## config.mk

```make
export PLATFORM = sky130hd
export DESIGN_NAME = dma3_sched_arb
export DESIGN_NICKNAME = d
export VERILOG_FILES = /design/src/rtl/dma3_sched_arb.sv
export SDC_FILE = /design/constraint.sdc
export NUM_CORES = 1
export LEC_CHECK = 0
export BUFFER_PORTS_ARGS = -buffer_cell sky130_fd_sc_hd__buf_4
export CELL_PAD_IN_SITES_DETAIL_PLACEMENT = 0
export CELL_PAD_IN_SITES_GLOBAL_PLACEMENT = 2
export CORE_ASPECT_RATIO = 1.1
export CORE_MARGIN = 3
export CORE_UTILIZATION = 24
export CTS_CLUSTER_SIZE = 10
export DETAILED_ROUTE_END_ITERATION = 16
export GPL_TIMING_DRIVEN = 0
export HOLD_SLACK_MARGIN = 0.08
export PLACE_DENSITY_LB_ADDON = 0.12
export SLEW_MARGIN = 20
export SYNTH_ARGS = -nofsm -noshare
export SYNTH_HDL_FRONTEND = slang
export SYNTH_SLANG_ARGS = --single-unit
```

## constraint.sdc

```tcl
create_clock -name clk -period 1.7 [get_ports clk]
set_input_delay 0.34 -clock clk [delete_from_list [all_inputs] [get_ports clk]]
set_output_delay 0.34 -clock clk [all_outputs]
set_load 0.02 [all_outputs]
```

## src/rtl/dma3_sched_arb.sv

```systemverilog
module dma3_sched_arb (
  input  logic       clk,
  input  logic       rst_n,
  input  logic [2:0] q_ready,
  input  logic [2:0] q_enable,
  input  logic       fair_mode,
  input  logic       q0_strict,
  input  logic       rearb_chain,
  input  logic       rearb_desc,
  input  logic       chunk_done,
  input  logic       desc_done,
  input  logic       chain_done,
  output logic [2:0] grant
);

  logic [2:0] owner;
  logic [1:0] last;
  logic       turn12;
  logic [2:0] pick;
  logic [2:0] alt12;

  wire [2:0] elig    = q_ready & q_enable;
  wire       release_ev = rearb_chain ? chain_done : (rearb_desc ? desc_done : chunk_done);
  wire       rearb   = (owner == 3'b000) || release_ev || ((owner & ~q_enable) != 3'b000);

  assign grant = owner;

  always_comb begin
    if (turn12)
      alt12 = elig[2] ? 3'b100 : (elig[1] ? 3'b010 : 3'b000);
    else
      alt12 = elig[1] ? 3'b010 : (elig[2] ? 3'b100 : 3'b000);
  end

  always_comb begin
    pick = 3'b000;
    if (fair_mode) begin
      case (last)
        2'd0:    pick = elig[1] ? 3'b010 : elig[2] ? 3'b100 : elig[0] ? 3'b001 : 3'b000;
        2'd1:    pick = elig[2] ? 3'b100 : elig[0] ? 3'b001 : elig[1] ? 3'b010 : 3'b000;
        default: pick = elig[0] ? 3'b001 : elig[1] ? 3'b010 : elig[2] ? 3'b100 : 3'b000;
      endcase
    end else if (elig[0] && (q0_strict || last != 2'd0 || alt12 == 3'b000)) begin
      pick = 3'b001;
    end else begin
      pick = alt12;
    end
  end

  always_ff @(posedge clk or negedge rst_n) begin
    if (!rst_n) begin
      owner  <= 3'b000;
      last   <= 2'd2;
      turn12 <= 1'b0;
    end else if (rearb) begin
      owner <= pick;
      if (pick != 3'b000) last <= {pick[2], pick[1]};
      if (pick[1]) turn12 <= 1'b1;
      if (pick[2]) turn12 <= 1'b0;
    end
  end

endmodule

```

# Word level (Yosys, flattened, before mapping)
# Cells that the tools add are included.
[totals]
memories = 0
wordCells = 39
ff_bits = 6
input_bits = 15
latchBits = 0
mem_bits_ro = 0
mem_bits_rw = 0
out_inout_bits = 3
[classes]
bitwise_logic = 3
mux = 18
multipliers = 0
n_eq_ne = 1
addsub = 0
div_mod_pow = 0
n_reduce_logical = 14
magnitude_cmp = 0
n_shift = 0
[ops]
columns = ["operator", "count"]
rows = [
  ["3-bit 2-to-1 mux", 10],
  ["3-bit AND", 2],
  ["3-bit logical NOT", 2],
  ["3-bit case mux with 2 select lines", 1],
  ["3-bit nonzero test", 2],
  ["1-bit 2-to-1 mux", 5],
  ["1-bit logical OR", 4],
  ["2-bit 2-to-1 mux", 2],
  ["2-bit AND reduction", 2],
  ["2-bit nonzero test", 2],
  ["3-bit NOT", 1],
  ["2-bit by 1-bit equality test with 1-bit output (second input constant)", 1],
  ["2-bit logical NOT", 1],
  ["1-bit logical AND", 1],
]

# Depth between registers and ports, before layout
# Gate-level depths: netlist (run 1).
[logic_depth]
depth_word = 11
mapped_depth = 5
depth_no_buf = 5

# Worst setup path after synthesis (run 1)
# OpenSTA, ideal clock, no wires.
[synth_path]
kind = "reg-to-reg"
start = "register owner[1] (netlist: grant[1])"
end = "register owner[2] (netlist: grant[2])"
path_slack_ns = 0.212
arrival_time_ns = 1.370
period_less_slack_ns = 1.488
stages_incl_launch_ff = 6
path_buffers = 0
required_time_ns = 1.582
setup_time_ns = 0.118
cell_sequence = "dfrtp_1 > inv_1 > o21ai_0 > nor4_4 > nor3_1 > a21o_1"
[synth_via]
elab_chain_cells = 3
word_cells_on_any_way = 5
cone_classes = "bitwise: 1; reduce/logical: 4"
[synth_rtl]
columns = ["element", "line_no", "rtl"]
rows = [
  ["start: declaration", "16", "logic [2:0] owner;"],
  ["start signal: assignment", "56", "owner <= pick;"],
  ["3-bit AND or 3-bit logical NOT (tied branches)", "24", "wire rearb = (owner == 3'b000) || release_ev || ((owner & ~q_enable) != 3'b000);"],
  ["3-bit nonzero test or 1-bit logical OR (tied branches)", "24", ""],
  ["1-bit logical OR *", "24", ""],
]
# Every way passes the cells marked *; elsewhere a longest branch is shown, timed or not.
# A chain may end at the register's enable or synchronous reset.

# Worst setup path after layout (run 1)
[layout_path]
start = "register last[1]"
end = "register turn12"
[layout_via]
elab_chain_cells = 8
word_cells_on_any_way = 12
cone_classes = "eq/ne: 1; mux: 4; reduce/logical: 7"
[layout_rtl]
columns = ["element", "line_no", "rtl"]
rows = [
  ["start: declaration", "17", "logic [1:0] last;"],
  ["start signal: assignment", "57", "if (pick != 3'b000) last <= {pick[2], pick[1]};"],
  ["2-bit nonzero test", "43", "end else if (elig[0] && (q0_strict || last != 2'd0 || alt12 == 3'b000)) begin"],
  ["1-bit logical OR (2 in a row)", "43", ""],
  ["1-bit logical AND", "43", ""],
  ["3-bit 2-to-1 mux", "43", ""],
  ["3-bit 2-to-1 mux *", "37", "if (fair_mode) begin"],
  ["2-bit nonzero test (no source line)", "n/a", ""],
  ["2-bit AND reduction (no source line)", "n/a", ""],
  ["end signal: assignment", "54", "turn12 <= 1'b0;"],
  ["end signal: assignment", "58", "if (pick[1]) turn12 <= 1'b1;"],
  ["end signal: assignment", "59", "if (pick[2]) turn12 <= 1'b0;"],
  ["end: declaration", "18", "logic turn12;"],
]
# Marked as above.

==> flow_metrics.tcl, run 1 <==
set metrics [dict create \
    status "finished, final reports clean" \
    n_fill_cell 187 \
    wl_mm 1.084 \
    setup_violations 0 \
    peakVddDrop_uv 738.7 \
    start_util 0.2636 \
    skew_ps 7.727 \
    fp.coreArea_sq_mm 0.001633 \
    fin_crit_ps 1547 \
    synth_edf_count 0 \
    cp_max_fo 7 \
    ios 18 \
    firstDrtPassIters 4 \
    rsz0062_at_grt "false" \
    fin_nets 89 \
    ys_async_sr_fraction 1.000 \
    gr-total-overflow 0 \
    hold_class "in2async" \
    hpwlAfterDp_um 913.4 \
    cts_root_buffer "clkbuf_4" \
    fp-row-count 15 \
    area_growth_pct 43.02 \
    worstSetupEndpointType "flip-flop" \
    cts_tree "yes" \
    p_leak_nw 0.2994 \
    required_ps 1800 \
    clk_path_buf_depth 2 \
    netlist_area_sq_um 430.4 \
    finalWeightedCongestion 0.7086 \
    postSynthAreaPerCell_sq_um 8.439 \
    grt_max_degree 10 \
    yosysWarnings 0 \
    fin_tns_setup_ps 0 \
    cp_cell_sequence "nor3_1, or2_2, a32o_2, or2b_1, a21oi_1" \
    critPathArrivalTime_ps 1640 \
    cts-htree-levels 1 \
    syn_nets 66 \
    drv_slew 0 \
    fin_hold_ws_ps 440.2 \
    syn_inst 51 \
    max_freq_mhz 646.6 \
    powerDensity_mw_per_mm2 1250 \
    grt_pass1_wl_mm 1.759 \
    drcViolationCount 0 \
    layout_common_cells "17 x buf_4, 5 x nand2_1, 5 x dfrtp_1" \
    grt_usage 0.1045 \
    avgRoutedWirePerCell_um 12.04 \
    viasPerCell 4.900 \
    path_class "reg2reg" \
    finalHoldViolations 0 \
    crit_path_top_delay_cell "dfstp_2" \
    dieWidth_um 46.38 \
    insertion_delay_ps 240 \
    cts_resized 0 \
    antennaDiodeCount 0 \
    drive_gt1_frac 0.3562 \
    die_h_um 50.42 \
    ys.flop_type "dfrtp_1" \
    grt_pass1_vias 424 \
    relSlewSlack 0.6896 \
    cap_violations 0 \
    post-route-period-util 0.9098 \
    antenna_found_initial 0 \
    portBuffers 17 \
    yosysUniqueCellTypes 27 \
    antenna_left 0 \
    clock-sinks 6 \
    max_stage_delay_ps 580 \
    ys_seq_elements 6 \
    dieArea_sq_mm 0.002338 \
    worst_pin_slew_ps 462.2 \
    final_common_cell "buf_4" \
    cts_inserted_buffers 3 \
    clk_pin_slew_ps 50 \
    drt_iter0_drc 4 \
    ys_seq_area_frac 0.3517 \
    via_count 441 \
    postCtsSetupRepairBufs 0 \
    crit_path_start_kind "flip-flop" \
]
==> through the flow <==
stage          cells  utilization  cell area, sq um  worst slack, ps  power (W)
3_5_place_dp      85       0.3548             579.3            85.48  0.0006401
3_3_place_gp      85       0.3548             579.3            58.18  0.0006477
5_1_grt           90       0.3770             615.6            75.54  0.0008334
2_1_floorplan     51            -             430.4            211.7  0.0005079
4_1_cts           90       0.3770             615.6            106.8  0.0007854
6_report          90       0.3770             615.6            153.3  0.0007693
==> kinds of logic (layout without fill, tap and decap cells) <==
family / count (synthesis) / in the layout / synth area share
muxes: 1 / 1 / 0.02326
buffers and inverters: 5 / 27 / 0.04359
and+or+nand+nor: 21 / 21 / 0.2820
AOI/OAI and AO/OA: 18 / 18 / 0.2994
DFF: 6 / 6 / 0.3518
==> critical path, delay by kind of cell (launching register included) <==
family,cells,cell delay [ps]
flip-flops,1,580
AND/OR/NAND/NOR,3,530
AO/OA/AOI/OAI,2,310
==> final timing paths <==
kind / slack (ps) / to / from / cells after the start
max: 150 / turn12$_DFFE_PN0P_ / last[1]$_DFFE_PN1P_ / 5
min: 440 / grant[0]$_DFFE_PN0P_ / rst_n / 2
max reg2reg: 150 / turn12$_DFFE_PN0P_ / last[1]$_DFFE_PN1P_ / 5
min reg2reg: 540 / turn12$_DFFE_PN0P_ / turn12$_DFFE_PN0P_ / 2
max in group asynchronous: 1050 / last[1]$_DFFE_PN1P_ / rst_n / 2
min in group clk: 540 / turn12$_DFFE_PN0P_ / turn12$_DFFE_PN0P_ / 2
==> area by class of cell <==
type                       count  area, sq um  share of cell area
timing repair buffer          18        137.6              0.2236
sequential                     6        151.4              0.2459
inverter                       5        18.77             0.03049
tap                           17        21.27             0.03455
clock buffer                   4        26.28             0.04268
multi-input combinational     40        260.3              0.4228
==> state kept, by name, indices dropped and copies added (netlist names) <==
name	count
last	2
turn12	1
grant	3
==> synthesized netlist by cell type, types with 2 or more instances <==
master	instances	area (sq um)
inv_1	4	15.01
and3_1	2	12.51
nor2_1	4	15.01
a21oi_1	4	20.02
dfrtp_1	5	125.1
o21ai_0	3	15.01
nand2_1	5	18.77
nor3_1	4	20.02
a21o_1	2	15.01
==> where the power goes <==
part / switching (W) / internal [W] / leakage, nW
registers: 0.0000712 / 0.000217 / 0.0727
logic: 0.000185 / 0.000162 / 0.212
clock network: 0.0000464 / 0.0000886 / 0.0150
total: 0.000302 / 0.000467 / 0.299
==> repair_timing <==
item | CTS | global route
setup endpoints to repair | 0 | 1
endpoints found under the hold margin | 6 | 0
hold buffers | 1 | 0
==> routing by layer <==
layer  vias up  share of wire  track usage
li1        233              -            -
met1       199           0.48       0.1363
met2         9           0.48       0.1491
met3         0          0.042      0.02151
met4         0              0      0.07109
met5         -              0            0
No activity file was read; power rests on OpenSTA's default activity.
==> inputs of run 2 (changes only) <==
RECOVER_POWER = 100   (was not set)
==> run 2 against run 1 <==
Critical path depth is the same. First-iteration DRC count grew 50%. Sequential share of layout area grew 0.67 points. Non-clock buffer count is the same. Utilization shrank 1.0 points. Critical path type unchanged. Wire length grew 0.65%. Power shrank 3.2%. Cell area shrank 2.6%. Register-to-register slack is essentially flat.
==> flow_metrics.tcl, run 2 (synthesized netlist as in run 1, its figures left out) <==
set metrics [dict create \
    cap_violations 0 \
    cts_inserted_buffers 3 \
    avgRoutedWirePerCell_um 12.12 \
    antenna_found_initial 0 \
    finalWorstSetupSlack_ps 149.0 \
    dieWidth_um 46.38 \
    cts-htree-levels 1 \
    rsz0062_at_grt "false" \
    grt_pass1_vias 424 \
    grt_usage 0.1045 \
    start_util 0.2636 \
    wl_mm 1.091 \
    fin_nets 89 \
    antenna_left 0 \
    finalWeightedCongestion 0.7086 \
    peakVddDrop_uv 729.3 \
    relSlewSlack 0.6895 \
    layout_common_cells "13 x buf_4, 5 x nand2_1, 5 x clkbuf_1, 5 x dfrtp_1" \
    largest_register_ffs 3 \
    cp_max_fo 7 \
    path_class "reg2reg" \
    drt_iter0_drc 6 \
    die_h_um 50.42 \
    post-route-period-util 0.9124 \
    insertion_delay_ps 240 \
    grt_max_degree 10 \
    cts_tree "yes" \
    fp-row-count 15 \
    viasPerCell 4.900 \
    ios 18 \
    final_common_cell "buf_4" \
    area_growth_pct 39.24 \
    clk_path_buf_depth 2 \
    drcViolationCount 0 \
    skew_ps 7.727 \
    cts_resized 0 \
    dieArea_sq_mm 0.002338 \
    grt_pass1_wl_mm 1.759 \
    max_freq_mhz 644.7 \
    gr-total-overflow 0 \
    required_ps 1800 \
    firstDrtPassIters 4 \
    p_leak_nw 0.2784 \
    fin_tns_setup_ps 0 \
    setup_violations 0 \
    drive_gt1_frac 0.2877 \
    worst_pin_slew_ps 462.3 \
    status "finished, final reports clean" \
    finalHoldViolations 0 \
    powerDensity_mw_per_mm2 1243 \
    via_count 441 \
    hold_class "in2async" \
    critPathArrivalTime_ps 1650 \
    post-place-ws_ps 85.48 \
    portBuffers 17 \
    postCtsSetupRepairBufs 0 \
    crit_path_start_kind "flip-flop" \
    clk_pin_slew_ps 50 \
    clock-sinks 6 \
    fp.coreArea_sq_mm 0.001633 \
    fin_crit_ps 1551 \
    worstSetupEndpointType "flip-flop" \
    drv_slew 0 \
    cts_root_buffer "clkbuf_4" \
    r2r_slack_ps 150 \
    hpwlAfterDp_um 913.4 \
    antennaDiodeCount 0 \
]
## run 2: changes by cell type in the layout (fill, tap and decap cells not counted)
cell | previous run | this run
a32o_1 | 0 | 1
a32o_2 | 1 | 0
buf_4 | 17 | 13
clkbuf_1 | 1 | 5
## run 2: worst max-delay path: stages, from the launching register on
cell and delay (ps):
dfstp_2 580, nor3_1 80, or2_2 280, a32o_1 240, or2b_1 180, a21oi_1 70
## run 2: routing by layer
metal | part of all wire | wire length, um | GRT usage | up-vias
met4 | 0 | 0 | 0.07109 | 0
met1 | 0.48 | 521 | 0.1363 | 199
met5 | 0 | 0 | 0 | -
met2 | 0.48 | 524 | 0.1491 | 9
li1 | - | - | - | 233
met3 | 0.041 | 45 | 0.02151 | 0
## run 2: per-stage QoR
stage | hold slack (ps) | utilization | instances | power, W | area (sq um)
after floorplan | 44.41 | - | 51 | 0.0005079 | 430.4
after global placement | 146.5 | 0.3548 | 85 | 0.0006477 | 579.3
after detailed placement | 147.4 | 0.3548 | 85 | 0.0006401 | 579.3
after CTS | 424.2 | 0.3770 | 90 | 0.0007854 | 615.6
after global routing | 515.8 | 0.3671 | 90 | 0.0008086 | 599.3
final | 492.8 | 0.3671 | 90 | 0.0007448 | 599.3
## run 2: timing repair
action	CTS	global route
hold buffers	1	0
endpoints found under the hold margin	6	0
setup endpoints to repair	0	1
## run 2: path summary, 6_finish.rpt
kind / startpoint / cells past startpoint / end
max reg2reg: last[1]$_DFFE_PN1P_ / 5 / turn12$_DFFE_PN0P_
min: rst_n / 2 / grant[0]$_DFFE_PN0P_
max in group asynchronous: rst_n / 2 / last[1]$_DFFE_PN1P_
min in group clk: turn12$_DFFE_PN0P_ / 2 / turn12$_DFFE_PN0P_
max: last[1]$_DFFE_PN1P_ / 5 / turn12$_DFFE_PN0P_
min reg2reg: turn12$_DFFE_PN0P_ / 2 / turn12$_DFFE_PN0P_
## run 2: power breakdown
group	switching (W)	leakage (nW)	total [W]	internal [W]
clock network	0.0000464	0.0150	0.000135	0.0000886
logic	0.000185	0.191	0.000322	0.000137
registers	0.0000706	0.0727	0.000288	0.000217
## run 2: area by class of cell
type,count,area [sq um]
repair buffers,18,122.6
multi-input cells,40,259.0
well taps,17,21.27
fillers,189,1033
clock buffers,4,26.28
flip-flops and latches,6,151.4
inverters,5,18.77
==> inputs of run 3 (changes only) <==
CORE_ASPECT_RATIO = not set   (was 1.1)
==> run 3 against run 2 <==
Setup slack worse by 1.2 ps. Sequential share of layout area is 0.41 points lower. First-iteration DRC count is 50% lower. Worst hold slack worse by 8.2 ps. Critical path depth stayed put. Sequential power hardly changed. Clock power hardly changed. Global-route usage is 0.65 points lower. Non-clock buffer count stayed put. Count of clock-buffer cells in the layout stayed put. Clock skew is 1.8 ps higher. Critical path type unchanged. Critical endpoint unchanged. Highest routed layer unchanged.
==> flow_metrics.tcl, run 3 (synthesized netlist as in run 1, its figures left out) <==
set metrics [dict create \
    status "finished, final reports clean" \
    post-route-period-util 0.9131 \
    fin_nets 89 \
    fin_crit_ps 1552 \
    insertion_delay_ps 240 \
    final_common_cell "buf_4" \
    cts_root_buffer "clkbuf_4" \
    die_h_um 48.35 \
    cap_violations 0 \
    drcViolationCount 0 \
    path_class "reg2reg" \
    max_stage_delay_ps 580 \
    layout_common_cells "13 x buf_4, 5 x nand2_1, 5 x clkbuf_1, 5 x dfrtp_1" \
    cts-htree-levels 1 \
    cts_resized 0 \
    cp_cell_sequence "nor3_1, or2_2, a32o_2, or2b_1, a21oi_1" \
    crit_path_start_kind "flip-flop" \
    cts_tree "yes" \
    clk_path_buf_depth 2 \
    fin_tns_setup_ps 0 \
    drv_slew 0 \
    via_count 445 \
    avgRoutedWirePerCell_um 11.11 \
    max_freq_mhz 644.2 \
    powerDensity_mw_per_mm2 1221 \
    worstSetupEndpointType "flip-flop" \
    drive_gt1_frac 0.3014 \
    start_util 0.2700 \
    firstDrtPassIters 4 \
    setup_violations 0 \
    worstReg2RegStart "last[1]$_DFFE_PN1P_" \
    grt_usage 0.09799 \
    cp-startpoint "last[1]$_DFFE_PN1P_" \
    area_growth_pct 41.57 \
    viasPerCell 4.588 \
    largest_register_ffs 3 \
    critPathArrivalTime_ps 1650 \
    dieWidth_um 48.35 \
    crit_path_top_delay_cell "dfstp_2" \
    relSlewSlack 0.6893 \
    antenna_found_initial 0 \
    required_ps 1800 \
    finalHoldViolations 0 \
    rsz0062_at_grt "false" \
    cp_max_fo 7 \
    worst_pin_slew_ps 462.6 \
    cts_inserted_buffers 3 \
    drt_iter0_drc 3 \
    fp.coreArea_sq_mm 0.001594 \
    dp_cells 92 \
    finalWeightedCongestion 0.7185 \
    portBuffers 17 \
    fp-row-count 14 \
    hold_class "in2async" \
    hpwlAfterDp_um 921.3 \
    ios 18 \
    cpLargestDelayFamily "flip-flops" \
    gr-total-overflow 0 \
    grt_pass1_vias 417 \
    skew_ps 9.523 \
    clk_pin_slew_ps 50 \
    grt_max_degree 10 \
    n_fill_cell 173 \
    fin_cells 97 \
    grt_pass1_wl_mm 1.849 \
    clock-sinks 6 \
    r2r_slack_ps 150 \
    wl_mm 1.078 \
    antenna_left 0 \
    peakVddDrop_uv 672.8 \
    p_leak_nw 0.2839 \
    antennaDiodeCount 0 \
    cp_num_buf_inv 0 \
    dieArea_sq_mm 0.002338 \
]
run 3: changes by cell type in the layout (fill, tap and decap cells not counted):
cell,before,now
a32o_2,0,1
a32o_1,1,0
run 3: power breakdown:
part           total [W]  leakage (nW)  switching [W]  internal [W]
sequential      0.000286        0.0727      0.0000693      0.000217
combinational   0.000322         0.196       0.000183      0.000139
clock           0.000135        0.0150      0.0000468     0.0000886
run 3: timing repair:
action	in CTS	in global routing
hold buffers	1	0
setup buffers	0	0
endpoints found under the hold margin	6	0
run 3: path summary, 6_finish.rpt:
kind                            cells after the start                   end
worst min-delay path                                2  grant[0]$_DFFE_PN0P_
min in group clk                                    1  grant[2]$_DFFE_PN0P_
worst max register to register                      5    turn12$_DFFE_PN0P_
worst max-delay path                                5    turn12$_DFFE_PN0P_
max in group asynchronous                           2   last[1]$_DFFE_PN1P_
worst min register to register                      1  grant[2]$_DFFE_PN0P_
run 3: stage by stage:
step           instance area [sq um]  hold WS, ps    util  setup slack [ps]  total power, W
2_1_floorplan                  430.4        44.41       -             211.7       0.0005079
3_3_place_gp                   588.1        146.4  0.3689             76.35       0.0006447
3_5_place_dp                   588.1        147.8  0.3689             77.96       0.0006411
4_1_cts                        624.3        421.3  0.3917             127.3       0.0007857
5_1_grt                        609.3        493.3  0.3823             31.87       0.0008200
6_report                       609.3        484.6  0.3823             147.8       0.0007437
run 3: final cells by class:
cell class / count / area [sq um] / share of cell area
tap: 24 / 30.03 / 0.04928
clock buffer: 4 / 26.28 / 0.04312
sequential: 6 / 151.4 / 0.2485
inverter: 5 / 18.77 / 0.03080
multi-input combinational: 40 / 260.3 / 0.4271
timing repair buffer: 18 / 122.6 / 0.2012
run 3: worst reg2reg max path, stage by stage, from the launching register on:
cell	delay (ps)
dfstp_2	580
nor3_1	70
or2_2	270
a32o_2	250
or2b_1	180
a21oi_1	70
run 3: routing by layer:
layer | up-vias | GRT usage | routed length, um
met3 | 0 | 0.02761 | 48
met1 | 200 | 0.1331 | 533
met5 | - | 0 | 0
li1 | 234 | - | -
met2 | 11 | 0.1445 | 497
met4 | 0 | 0.04265 | 0
